==> src/rtl/can_bit_timer.sv <==
module can_bit_timer #(
  parameter int PRESC_W = 8,
  parameter int SEG_W   = 3,
  parameter int SJW_W   = 2
) (
  input  logic               clk,
  input  logic               rst_n,
  input  logic               osc_ce,
  input  logic               bus_ce,
  input  logic               en,
  input  logic               clk_sel,
  input  logic [PRESC_W-1:0] presc,
  input  logic [SJW_W-1:0]   sjw,
  input  logic [SEG_W-1:0]   prop_len,
  input  logic [SEG_W-1:0]   ph1_len,
  input  logic [SEG_W-1:0]   ph2_len,
  input  logic               rx,
  output logic               tq_tick,
  output logic               sample_stb,
  output logic               rx_bit,
  output logic               bit_start
);

  localparam int W = $clog2(2 * (1 << SEG_W) + (1 << SJW_W) + 2) + 1;

  typedef enum logic [1:0] {SYNC, PROP, PH1, PH2} seg_t;

  logic               sel_q;
  logic [PRESC_W-1:0] pcnt;
  seg_t               seg;
  logic [W-1:0]       cnt, ext, shr, ext_n, shr_n;
  logic               rx_q, done, last_q;

  function automatic logic [W-1:0] lesser(input logic [W-1:0] a, input logic [W-1:0] b);
    return (a < b) ? a : b;
  endfunction

  wire          eng    = sel_q ? bus_ce : osc_ce;
  wire [W-1:0]  prop_w = W'(prop_len);
  wire [W-1:0]  ph1_w  = W'(ph1_len);
  wire [W-1:0]  ph2_w  = (ph2_len == '0) ? W'(1) : W'(ph2_len);
  wire [W-1:0]  jump   = W'(sjw) + W'(1);

  assign tq_tick = en & eng & (pcnt >= presc);

  wire fall   = en & rx_q & ~rx;
  wire accept = fall & ~done & (seg != SYNC);

  wire [W-1:0] err_late  = (seg == PROP) ? cnt + W'(1) : prop_w + cnt + W'(2);
  wire [W-1:0] err_early = ph2_w - cnt;

  assign ext_n = (accept && (seg == PROP || seg == PH1)) ? lesser(err_late, jump) : ext;
  assign shr_n = (accept && seg == PH2) ? lesser(err_early, jump) : shr;

  wire ph1_end = (seg == PH1) && (cnt == ph1_w + ext_n);
  wire ph2_end = (seg == PH2) && (cnt == ph2_w - shr_n);

  always_comb begin
    case (seg)
      SYNC:    last_q = 1'b1;
      PROP:    last_q = (cnt == prop_w);
      PH1:     last_q = ph1_end;
      default: last_q = ph2_end;
    endcase
  end

  assign sample_stb = tq_tick & ph1_end;
  assign bit_start  = tq_tick & ph2_end;

  always_ff @(posedge clk) begin
    if (!rst_n) begin
      sel_q  <= 1'b0;
      pcnt   <= '0;
      seg    <= SYNC;
      cnt    <= '0;
      ext    <= '0;
      shr    <= '0;
      done   <= 1'b0;
      rx_q   <= 1'b1;
      rx_bit <= 1'b1;
    end else if (!en) begin
      sel_q <= clk_sel;
      pcnt  <= '0;
      seg   <= SYNC;
      cnt   <= '0;
      ext   <= '0;
      shr   <= '0;
      done  <= 1'b0;
      rx_q  <= 1'b1;
    end else begin
      rx_q <= rx;
      if (eng)
        pcnt <= (pcnt >= presc) ? '0 : pcnt + PRESC_W'(1);
      if (bit_start) begin
        done <= 1'b0;
        ext  <= '0;
        shr  <= '0;
      end else begin
        done <= done | accept;
        ext  <= ext_n;
        shr  <= shr_n;
      end
      if (tq_tick) begin
        if (last_q) begin
          cnt <= '0;
          case (seg)
            SYNC:    seg <= PROP;
            PROP:    seg <= PH1;
            PH1:     seg <= PH2;
            default: seg <= SYNC;
          endcase
        end else begin
          cnt <= cnt + W'(1);
        end
      end
      if (sample_stb)
        rx_bit <= rx;
    end
  end

endmodule

==> config.mk <==
export PLATFORM = sky130hd
export DESIGN_NAME = can_bit_timer
export DESIGN_NICKNAME = d
export VERILOG_FILES = /design/src/rtl/can_bit_timer.sv
export SDC_FILE = /design/constraint.sdc
export NUM_CORES = 1
export LEC_CHECK = 0
export ABC_AREA = 1
export BUFFER_PORTS_ARGS = -buffer_cell sky130_fd_sc_hd__buf_2
export CORE_MARGIN = 2
export CORE_UTILIZATION = 55
export CTS_CLUSTER_SIZE = 12
export DETAILED_ROUTE_END_ITERATION = 8
export HOLD_SLACK_MARGIN = 0.08
export MAX_ROUTING_LAYER = met4
export PLACE_DENSITY = 0.86
export SYNTH_ARGS = -nofsm -noshare
export SYNTH_HDL_FRONTEND = slang
export SYNTH_SLANG_ARGS = --single-unit
==> constraint.sdc <==
create_clock -name clk -period 7 [get_ports clk]
set_input_delay 1.05 -clock clk [delete_from_list [all_inputs] [get_ports clk]]
set_output_delay 1.05 -clock clk [all_outputs]
set_load 0.01 [all_outputs]
==> impl_metrics.toml <==
[run_status]
outcome = "completed"

[clock_network]
hold_buffers = 0
clock-sinks = 32
path_clk_slew_ns = 0.07
cts_buffers = 5
cts_tree = "done"
cts_setup_buffers = 0
h-tree-depth = 2
ctsResizeCount = 0
insertion_delay_ns = 0.29
clockBufferDepth = 2
root_buffer = "clkbuf_8"

[flow_run]
max_cap_viol_count = 0

[pwr]
leakage_nw = 1.48
power_density_nw_per_um2 = 143
total_power_uw = 427
ir_drop_mv = 0.102

[grt]
overflow = 0
grt_pass1_wl_mm = 9.85
gr-usage-all-layers = 0.237
grt_max_degree = 14
antenna_found_initial = 0
grt_pass1_vias = 2347

[synthesis]
synth_ff_type = "dfxtp_1"
synth.cell_area_um2 = 2680
syn_nets = 443
synth_warnings = 0
synth_seq_cells = 32
synth_cell_types = 40
synth_cells = 379
async_reset_ff_frac = 0
synth-edff-count = 0
synth_area_per_cell_um2 = 7.07
ys_seq_area_frac = 0.239

[critical_path]
cp_data_arrival_time_ns = 5.28
worstPathMaxFanout = 4
critPathMaxStageDelay_ns = 0.54
end_kind = "output pin"
worstSetupPathType = "input port to output pin"
cp-start-kind = "input port"
slowest_stage = "fa_1"
required_ns = 5.95

[cells_and_area]
area_delta_synth_final_pct = 11.7
n_fill_cell = 407
fin_nets = 473
diodes = 0
drive_gt1_frac = 0.127

[die]
die_h_um = 73.8
core_area_um2 = 4720
dieArea_um2 = 5450
ios = 30
die_w_um = 73.8
num_rows = 25
start_util = 0.567

[timing]
rsz0062_at_grt = "no"
worst_pin_slew_ns = 0.501
relSlewSlack = 0.663
finalCritPeriodShare = 0.904
finClkSkew_ns = 0.00353
slew_violations = 0
post-route-min-period_ns = 6.33
setup_viol = 0
max_freq_mhz = 158
fin_setup_tns_ns = 0
hold_violations = 0

[detailed_routing]
ant_nets = 0
route.detailed.drc = 0
wl_per_cell_um = 12.3
drt-initial-drc-count = 185
avgViaCountPerCell = 5.30
drt-total-wl_mm = 5.88
firstDrtPassIters = 5
vias = 2530

[hold_path]
hold_class = "flop to flop"

[placement]
gp_congestion = 0.884
portBuffers = 29
dp_hpwl_mm = 4.65
-- per-layer routing --
layer | global-route usage | vias up | routed length, um | part of all wire
met4 | 0.0828 | 0 | 82 | 0.014
met1 | 0.290 | 1144 | 2630 | 0.45
met5 | - | - | 0 | 0
met3 | 0.0480 | 10 | 357 | 0.061
met2 | 0.386 | 72 | 2810 | 0.48
li1 | - | 1304 | - | -
-- path summary, 6_finish.rpt --
check	slack [ns]	endpoint	start	cells past startpoint
max	0.67	sample_stb	prop_len[1]	26
max reg2reg	1.88	cnt[2]	cnt[1]	29
min	0.47	shr[5]	shr[5]	2
min reg2reg	0.47	shr[5]	shr[5]	2
-- synthesized netlist by cell type, types with 3 or more instances --
cell,count,share of area
nand2_1,73,0.10
inv_1,53,0.074
nor2_1,42,0.059
ha_1,34,0.16
dfxtp_1,32,0.24
nand3_1,28,0.052
a21oi_1,19,0.035
o21ai_0,19,0.035
xor2_1,14,0.046
nand4_1,7,0.016
xnor2_1,6,0.020
nand2_2,5,0.012
clkbuf_1,4,0.0056
fa_1,4,0.030
nand3b_1,3,0.0084
o21a_1,3,0.0084
o22ai_1,3,0.0070
-- kinds of logic (layout without fill, tap and decap cells) --
logic type      after synthesis  in the layout  synth area share
compound gates               57             57             0.125
xor+xnor                     20             20            0.0654
fa+ha+maj                    38             38             0.189
buf+inv                      62             93            0.0901
flops                        32             32             0.239
simple gates                170            170             0.292
-- critical path, delay by kind of cell --
family                   cells  cell delay [ns]
buffers and inverters        6             0.46
AO/OA/AOI/OAI                4             0.71
adder cells (fa/ha/maj)      6             1.95
AND/OR/NAND/NOR             10             1.09
-- flip-flops by register name (all words and copies together) (netlist names) --
name / flops
cnt: 6
done: 1
ext: 6
pcnt: 8
rx_bit: 1
rx_q: 1
seg: 2
sel_q: 1
shr: 6
-- report_power, final --
group,switching (mW),internal [mW],leakage (nW),total (mW)
Clock,0.0782,0.107,0.0548,0.185
Combinational,0.0333,0.0240,1.16,0.0573
Sequential,0.00132,0.183,0.258,0.184
Total,0.113,0.314,1.48,0.427
-- cell usage in the layout, fill, tap and decap left out, types with 14 or more instances in the layout --
cell	synthesis	routed
nand2_1	73	73
inv_1	53	53
nor2_1	42	42
ha_1	34	34
dfxtp_1	32	32
buf_2	1	29
nand3_1	28	28
a21oi_1	19	19
o21ai_0	19	19
xor2_1	14	14
-- final cells by class --
class,count,area [um2],area share
Inverter,56,210,0.0702
Timing Repair Buffer,29,145,0.0485
Clock buffer,5,68.8,0.0230
Multi-Input combinational cell,285,1800,0.601
Sequential cell,32,641,0.214
Clock inverter,3,46.3,0.0155
Tap cell,67,83.8,0.0280
-- stage by stage --
stage / instances / hold slack (ns) / util / area (um2) / setup slack (ns)
global placement: 469 / 0.456 / 0.609 / 2880 / 0.826
global route: 477 / 0.506 / 0.634 / 2990 / 0.307
floorplan: 379 / 0.446 / - / 2680 / 1.36
finish: 477 / 0.473 / 0.634 / 2990 / 0.671
detailed placement: 469 / 0.465 / 0.609 / 2880 / 0.718
CTS: 477 / 0.476 / 0.634 / 2990 / 0.706
Power figures use the tool's default switching activity.
